<file path="src/rtl/pmt_pkg.sv">
package pmt_pkg;

    typedef enum logic [1:0] {
        SRC_OFF   = 2'd0,
        SRC_BUS   = 2'd1,
        SRC_FIXED = 2'd2,
        SRC_EXT   = 2'd3
    } src_e;

    typedef enum logic {
        CNT_UP   = 1'b0,
        CNT_DOWN = 1'b1
    } cnt_state_e;

    typedef enum logic [1:0] {
        CH_CAPTURE = 2'd0,
        CH_COMPARE = 2'd1,
        CH_EPWM    = 2'd2,
        CH_CPWM    = 2'd3
    } ch_state_e;

endpackage

</file>
<file path="src/rtl/pmt_tickgen.sv">
module pmt_tickgen #(
    parameter int PRE_W       = 3,
    parameter int SYNC_STAGES = 2
) (
    input  logic             clk,
    input  logic             rst_n,
    input  logic [1:0]       clk_sel,
    input  logic [PRE_W-1:0] presc,
    input  logic             fixed_tick,
    input  logic             ext_clk,
    output logic             tick
);
    import pmt_pkg::*;

    localparam int DIV_W = (1 << PRE_W) - 1;

    logic [SYNC_STAGES-1:0] ext_sync;
    logic                   ext_prev;
    logic                   ext_rise;
    logic                   src_en;
    logic [DIV_W-1:0]       pre_q;
    logic [DIV_W-1:0]       mask;

    // external pin: synchroniser chain then rising-edge detect
    always_ff @(posedge clk) begin
        if (!rst_n) begin
            ext_sync <= '0;
            ext_prev <= 1'b0;
        end else begin
            ext_sync <= {ext_sync[SYNC_STAGES-2:0], ext_clk};
            ext_prev <= ext_sync[SYNC_STAGES-1];
        end
    end

    assign ext_rise = ext_sync[SYNC_STAGES-1] & ~ext_prev;

    always_comb begin
        unique case (clk_sel)
            SRC_OFF:   src_en = 1'b0;
            SRC_BUS:   src_en = 1'b1;
            SRC_FIXED: src_en = fixed_tick;
            SRC_EXT:   src_en = ext_rise;
            default:   src_en = 1'b0;
        endcase
    end

    // a shift past the top bit wraps to zero, so the mask becomes all ones
    assign mask = (DIV_W'(1) << presc) - DIV_W'(1);

    always_ff @(posedge clk) begin
        if (!rst_n) begin
            pre_q <= '0;
        end else if (src_en) begin
            pre_q <= pre_q + DIV_W'(1);
        end
    end

    assign tick = src_en && ((pre_q & mask) == mask);

endmodule

</file>
<file path="src/rtl/pmt_counter.sv">
module pmt_counter #(
    parameter int CNT_W = 16
) (
    input  logic             clk,
    input  logic             rst_n,
    input  logic             tick,
    input  logic             center_en,
    input  logic [CNT_W-1:0] modulo,
    output logic [CNT_W-1:0] count,
    output logic [CNT_W-1:0] count_nxt,
    output logic             wrap_evt
);
    import pmt_pkg::*;

    localparam logic [CNT_W-1:0] ONE = CNT_W'(1);

    cnt_state_e       state_q, state_d;
    logic [CNT_W-1:0] count_q, count_d;
    logic [CNT_W-1:0] top;

    assign top = (modulo == '0) ? '1 : modulo;

    // state register
    always_ff @(posedge clk) begin
        if (!rst_n) begin
            state_q <= CNT_UP;
            count_q <= '0;
        end else begin
            state_q <= state_d;
            count_q <= count_d;
        end
    end

    // next state and outputs
    always_comb begin
        state_d  = state_q;
        count_d  = count_q;
        wrap_evt = 1'b0;
        if (tick) begin
            unique case (state_q)
                CNT_UP: begin
                    if (count_q < top) begin
                        count_d = count_q + ONE;
                    end else if (!center_en || count_q <= ONE) begin
                        // UP_WRAP
                        count_d  = '0;
                        wrap_evt = 1'b1;
                    end else begin
                        // UP_TURN
                        count_d = count_q - ONE;
                        state_d = CNT_DOWN;
                    end
                end
                CNT_DOWN: begin
                    if (!center_en) begin
                        // DOWN_EXIT: resume plain up counting
                        state_d = CNT_UP;
                        if (count_q < top) begin
                            count_d = count_q + ONE;
                        end else begin
                            count_d  = '0;
                            wrap_evt = 1'b1;
                        end
                    end else if (count_q <= ONE) begin
                        // DOWN_WRAP
                        count_d  = '0;
                        wrap_evt = 1'b1;
                        state_d  = CNT_UP;
                    end else begin
                        count_d = count_q - ONE;
                    end
                end
            endcase
        end
    end

    assign count     = count_q;
    assign count_nxt = count_d;

endmodule

</file>
<file path="src/rtl/pmt_channel.sv">
module pmt_channel #(
    parameter int CNT_W       = 16,
    parameter int SYNC_STAGES = 2
) (
    input  logic             clk,
    input  logic             rst_n,
    input  logic [1:0]       ch_mode,
    input  logic [1:0]       ch_edge,
    input  logic             center_en,
    input  logic             ch_wr,
    input  logic [CNT_W-1:0] ch_wdata,
    input  logic             ch_pin_in,
    input  logic             tick,
    input  logic [CNT_W-1:0] count,
    input  logic [CNT_W-1:0] count_nxt,
    input  logic             wrap_evt,
    output logic [CNT_W-1:0] ch_value,
    output logic             ch_pin_out,
    output logic             ch_evt
);
    import pmt_pkg::*;

    ch_state_e              state_q, state_d;
    logic [CNT_W-1:0]       val_q, val_d;
    logic [CNT_W-1:0]       buf_q, buf_d;
    logic                   pin_q, pin_d;
    logic [SYNC_STAGES-1:0] pin_sync;
    logic                   pin_prev;
    logic                   pin_rise, pin_fall;
    logic [CNT_W-1:0]       duty_eff;
    logic                   active_lvl;
    logic                   pwm_lvl;

    // capture pin synchroniser and edge detect
    always_ff @(posedge clk) begin
        if (!rst_n) begin
            pin_sync <= '0;
            pin_prev <= 1'b0;
        end else begin
            pin_sync <= {pin_sync[SYNC_STAGES-2:0], ch_pin_in};
            pin_prev <= pin_sync[SYNC_STAGES-1];
        end
    end

    assign pin_rise = pin_sync[SYNC_STAGES-1] & ~pin_prev;
    assign pin_fall = ~pin_sync[SYNC_STAGES-1] & pin_prev;

    // next-state: TO_CAPTURE, TO_COMPARE, TO_EPWM, TO_CPWM
    always_comb begin
        if (ch_mode[1]) begin
            state_d = center_en ? CH_CPWM : CH_EPWM;
        end else begin
            state_d = ch_mode[0] ? CH_COMPARE : CH_CAPTURE;
        end
    end

    // state register
    always_ff @(posedge clk) begin
        if (!rst_n) begin
            state_q <= CH_CAPTURE;
            val_q   <= '0;
            buf_q   <= '0;
            pin_q   <= 1'b0;
        end else begin
            state_q <= state_d;
            val_q   <= val_d;
            buf_q   <= buf_d;
            pin_q   <= pin_d;
        end
    end

    // duty in force for the count being entered
    assign duty_eff   = wrap_evt ? buf_q : val_q;
    assign active_lvl = ~ch_edge[0];
    assign pwm_lvl    = (count_nxt < duty_eff) ? active_lvl : ~active_lvl;

    // outputs
    always_comb begin
        val_d  = val_q;
        buf_d  = buf_q;
        pin_d  = pin_q;
        ch_evt = 1'b0;
        unique case (state_q)
            CH_CAPTURE: begin
                if (ch_wr) begin
                    val_d = ch_wdata;
                    buf_d = ch_wdata;
                end
                if ((ch_edge[0] && pin_rise) || (ch_edge[1] && pin_fall)) begin
                    val_d  = count;
                    ch_evt = 1'b1;
                end
            end
            CH_COMPARE: begin
                if (ch_wr) begin
                    val_d = ch_wdata;
                    buf_d = ch_wdata;
                end
                if (tick && (count_nxt == val_q)) begin
                    ch_evt = 1'b1;
                    unique case (ch_edge)
                        2'b01:   pin_d = ~pin_q;
                        2'b10:   pin_d = 1'b0;
                        2'b11:   pin_d = 1'b1;
                        default: pin_d = pin_q;
                    endcase
                end
            end
            CH_EPWM, CH_CPWM: begin
                if (ch_wr) begin
                    buf_d = ch_wdata;
                end
                if (tick) begin
                    if (wrap_evt) begin
                        val_d = buf_q;
                    end
                    pin_d = pwm_lvl;
                    if (count_nxt == duty_eff) begin
                        ch_evt = 1'b1;
                    end
                end
            end
        endcase
    end

    assign ch_value   = val_q;
    assign ch_pin_out = pin_q;

endmodule

</file>
<file path="src/rtl/pmt_top.sv">
module pmt_top #(
    parameter int CNT_W       = 16,
    parameter int PRE_W       = 3,
    parameter int SYNC_STAGES = 2
) (
    input  logic             clk,
    input  logic             rst_n,
    input  logic [1:0]       clk_sel,
    input  logic [PRE_W-1:0] presc,
    input  logic             center_en,
    input  logic [CNT_W-1:0] modulo,
    input  logic [1:0]       ch_mode,
    input  logic [1:0]       ch_edge,
    input  logic             ch_wr,
    input  logic [CNT_W-1:0] ch_wdata,
    input  logic             ch_pin_in,
    input  logic             fixed_tick,
    input  logic             ext_clk,
    input  logic             ovf_ie,
    input  logic             ch_ie,
    input  logic             ovf_clr,
    input  logic             ch_clr,
    output logic [CNT_W-1:0] count,
    output logic [CNT_W-1:0] ch_value,
    output logic             ovf_flag,
    output logic             ch_flag,
    output logic             irq,
    output logic             ch_pin_out
);

    logic             tick;
    logic [CNT_W-1:0] count_nxt;
    logic             wrap_evt;
    logic             ch_evt;
    logic             ovf_q;
    logic             chf_q;

    pmt_tickgen #(
        .PRE_W      (PRE_W),
        .SYNC_STAGES(SYNC_STAGES)
    ) u_tick (
        .clk       (clk),
        .rst_n     (rst_n),
        .clk_sel   (clk_sel),
        .presc     (presc),
        .fixed_tick(fixed_tick),
        .ext_clk   (ext_clk),
        .tick      (tick)
    );

    pmt_counter #(
        .CNT_W(CNT_W)
    ) u_cnt (
        .clk      (clk),
        .rst_n    (rst_n),
        .tick     (tick),
        .center_en(center_en),
        .modulo   (modulo),
        .count    (count),
        .count_nxt(count_nxt),
        .wrap_evt (wrap_evt)
    );

    pmt_channel #(
        .CNT_W      (CNT_W),
        .SYNC_STAGES(SYNC_STAGES)
    ) u_ch (
        .clk       (clk),
        .rst_n     (rst_n),
        .ch_mode   (ch_mode),
        .ch_edge   (ch_edge),
        .center_en (center_en),
        .ch_wr     (ch_wr),
        .ch_wdata  (ch_wdata),
        .ch_pin_in (ch_pin_in),
        .tick      (tick),
        .count     (count),
        .count_nxt (count_nxt),
        .wrap_evt  (wrap_evt),
        .ch_value  (ch_value),
        .ch_pin_out(ch_pin_out),
        .ch_evt    (ch_evt)
    );

    // sticky flags, a new event wins over a clear
    always_ff @(posedge clk) begin
        if (!rst_n) begin
            ovf_q <= 1'b0;
            chf_q <= 1'b0;
        end else begin
            if (wrap_evt) begin
                ovf_q <= 1'b1;
            end else if (ovf_clr) begin
                ovf_q <= 1'b0;
            end
            if (ch_evt) begin
                chf_q <= 1'b1;
            end else if (ch_clr) begin
                chf_q <= 1'b0;
            end
        end
    end

    assign ovf_flag = ovf_q;
    assign ch_flag  = chf_q;
    assign irq      = (ovf_q & ovf_ie) | (chf_q & ch_ie);

endmodule

</file>
<file path="config.mk">
export PLATFORM = sky130hd
export DESIGN_NAME = pmt_top
export DESIGN_NICKNAME = d
export VERILOG_FILES = /design/src/rtl/pmt_pkg.sv /design/src/rtl/pmt_tickgen.sv /design/src/rtl/pmt_counter.sv /design/src/rtl/pmt_channel.sv /design/src/rtl/pmt_top.sv
export SDC_FILE = /design/constraint.sdc
export NUM_CORES = 1
export LEC_CHECK = 0
export ABC_AREA = 1
export CAP_MARGIN = 20
export CORE_AREA = 2 2 121 123
export CTS_CLUSTER_DIAMETER = 30
export DETAILED_ROUTE_END_ITERATION = 12
export DIE_AREA = 0 0 123 125
export PLACE_DENSITY = 0.58
export SETUP_SLACK_MARGIN = 0.5
export SYNTH_ARGS = -nofsm -noshare
export SYNTH_HDL_FRONTEND = slang
export SYNTH_SLANG_ARGS = --single-unit
export TNS_END_PERCENT = 100
</file>
<file path="constraint.sdc">
create_clock -name clk -period 7.2 [get_ports clk]
set_clock_uncertainty 0.1 [all_clocks]
set_input_delay 1.44 -clock clk [delete_from_list [all_inputs] [get_ports clk]]
set_output_delay 1.44 -clock clk [all_outputs]
set_load 0.02 [all_outputs]
</file>
==> flow_metrics.py <==
metrics = {
    "global_route": {
        "grt_pass1_vias": 5225,
        "grt_max_degree": 52,
        "globalRouteOverflowTotal": 0,
        "grt_pass1_wl_um": 26900,
        "grt_usage": 0.220,
        "antenna_found_initial": 0,
    },
    "critical_path": {
        "critPathMaxFanout": 34,
        "start_kind": "input pin",
        "crit_path_end_kind": "flop",
        "timing.rr.start": "u_cnt.count[0]",
        "cp_data_arrival_time_ps": 6140,
        "r2r_slack_ps": 2850,
        "crit_type": "input pin to flop",
        "cpLargestDelayFamily": "simple AND/OR/NAND/NOR gates",
        "max_stage_delay_ps": 490,
        "reg2reg_to": "u_ch.ch_pin_out",
        "ff2ff_path_depth": 24,
        "worstSetupPathDepth": 31,
        "critPathBufInv": 4,
        "critPathSlowestCell": "nand2_2",
        "required_ps": 7330,
    },
    "clock_network": {
        "clock_sinks": 67,
        "cts_setup_buffers": 0,
        "cts_resized": 0,
        "insertion_delay_ps": 340,
        "clk_pin_slew_ps": 50,
        "htree_levels": 3,
        "root_buffer": "clkbuf_16",
        "cts_inserted_buffers": 9,
        "cts_buffer_depth": 2,
        "cts_tree": "done",
        "holdBufCountCts": 0,
    },
    "place": {
        "dp.cells": 1123,
        "gp_congestion": 0.905,
        "dpl.hpwl_um": 12400,
        "port-buffer-count": 87,
        "placed_area_sq_mm": 0.00649,
    },
    "synth": {
        "synth-seq-cells": 67,
        "yosysUniqueCellTypes": 45,
        "synth_nets": 973,
        "syn_area_sq_mm": 0.00552,
        "synth_warnings": 0,
        "yosysSeqAreaShare": 0.243,
        "synth_top_area_frac": 0.243,
        "yosysTopAreaCell": "dfxtp_1",
        "synth-edff-count": 0,
        "synth.most_common_cell": "nand2_1",
        "ys_async_sr_fraction": 0,
        "avgSynthCellArea_sq_um": 6.26,
        "syn_inst": 881,
        "synth_common_cells": "nand2_1, nor2_1, inv_1, o21ai_0, dfxtp_1",
        "ys.flop_type": "dfxtp_1",
        "synth.area.top_cells": "dfxtp_1, nand2_1, ha_1",
    },
    "timing": {
        "fmax_ghz": 0.166,
        "hold_ws_ps": 314,
        "rsz0062_at_grt": "no",
        "drv_slew": 0,
        "worst_pin_slew_ps": 1070,
        "setup_tns_ps": 0,
        "fin_crit_sh": 0.835,
        "setup_violations": 0,
        "hold_viol": 0,
        "relSlewSlack": 0.287,
        "min_period_ps": 6010,
    },
    "cells_and_area": {
        "post-route-cell-area_sq_mm": 0.00682,
        "drive_gt1_frac": 0.0669,
        "area_growth_pct": 23.5,
        "n_antenna_cell": 0,
        "fin_util": 0.480,
        "nets": 1043,
        "stdcell_count": 1140,
    },
    "floorplan": {
        "floorplan.initialDensity": 0.388,
        "placementRows": 44,
        "coreArea_sq_mm": 0.0142,
        "fp.dieH_um": 125,
        "io_pins": 88,
        "die_x_um": 123,
        "design.die.area_sq_mm": 0.0154,
    },
    "power": {
        "p_leak_uw": 0.00321,
        "p_per_area_mw_per_mm2": 159,
        "ir_worst_vdd_uv": 85.7,
    },
    "route": {
        "met2WireLength_um": 7200,
        "vias": 5774,
        "dr.pass1.iters": 5,
        "wire_per_inst_um": 14.5,
        "ant_nets": 0,
        "drcViolationCount": 0,
        "viasPerCell": 5.06,
        "top_layer": "met4",
        "dr.first_iter.drc_count": 449,
        "drt_wl_total_um": 16600,
        "wl_met3_um": 964,
        "drt-met1-wl_um": 8170,
    },
    "worst_hold_path": {
        "min_to": "u_ch.pin_sync[1]",
        "holdCritStartpoint": "u_ch.pin_sync[0]",
        "min_path_cells": 2,
        "worstHoldPathType": "flop to flop",
    },
    "outcome": {
        "status": "finished, final reports clean",
    },
    "flow_run": {
        "max-cap-violations": 0,
    },
}
metal layers:
metal / vias to the layer above / GRT usage
met1: 2544 / 0.321
met4: 0 / 0.0582
li1: 3032 / -
met2: 182 / 0.344
met5: - / 0
met3: 16 / 0.0228
worst max path at each step:
stage,startpoint,to,slack (ps)
CTS,modulo[1],u_ch.ch_pin_out,1190
global route,modulo[1],u_ch.ch_pin_out,670
finish,modulo[1],u_ch.ch_pin_out,1190
detailed placement,modulo[1],u_ch.ch_pin_out,860
global placement,modulo[1],u_ch.ch_pin_out,880
floorplan,modulo[3],u_ch.ch_pin_out,1940
registers in the layout, summed over array words and instances, names as in the netlist:
register	cells
u_ch.ch_value	16
u_tick.ext_prev	1
u_ch.pin_sync	2
ovf_flag	1
u_cnt.state_q	1
u_tick.ext_sync	2
u_cnt.count	16
ch_flag	1
u_tick.pre_q	7
u_ch.state_q	2
u_ch.pin_prev	1
u_ch.buf_q	16
u_ch.ch_pin_out	1
cells in the final DEF, fill, tap and decap left out, drive strengths merged, types with 12 or more instances in the layout:
cell type / n
nand2: 236
nor2: 114
inv: 103
clkdlybuf4s50: 87
o21ai: 73
dfxtp: 67
a21oi: 62
nand3: 58
ha: 40
xor2: 27
a221oi: 16
nor3: 12
power breakdown:
group          internal, uW  switching (uW)
Sequential              390            16.0
Clock                   266             172
Combinational           101             141
Total                   758             330
per-stage QoR:
stage | total power (uW) | setup slack [ps]
2_1_floorplan | 560 | 1940
3_5_place_dp | 652 | 857
6_report | 1090 | 1190
3_3_place_gp | 653 | 881
5_1_grt | 1140 | 674
4_1_cts | 1090 | 1190
area by class of cell:
| class | count | area, sq um |
|---|---|---|
| Clock inverter | 7 | 68.8 |
| Tap cell | 184 | 230 |
| Clock buffer | 9 | 225 |
| Timing Repair Buffer | 92 | 928 |
| Multi-Input combinational cell | 673 | 3620 |
| Inverter | 108 | 407 |
| Fill cell | 1478 | 7390 |
| Sequential cell | 67 | 1340 |
logic make-up (layout without fill, tap and decap cells):
logic type | after synthesis | count (layout) | synth area share
adders and majority gates | 40 | 40 | 0.0907
AOI/OAI and AO/OA | 172 | 172 | 0.183
buffers and inverters | 141 | 216 | 0.102
xor gates and xnor gates | 27 | 27 | 0.0429
DFF | 67 | 67 | 0.243
and+or+nand+nor | 434 | 434 | 0.339
worst register-to-register path: cells and delay by family (launching register included):
| family | cells | cell delay (ps) |
|---|---|---|
| DFF | 1 | 410 |
| and+or+nand+nor | 14 | 1970 |
| buffers and inverters | 2 | 220 |
| adders and majority gates | 2 | 620 |
| AOI/OAI and AO/OA | 6 | 940 |
No activity file was read; power rests on OpenSTA's default activity.
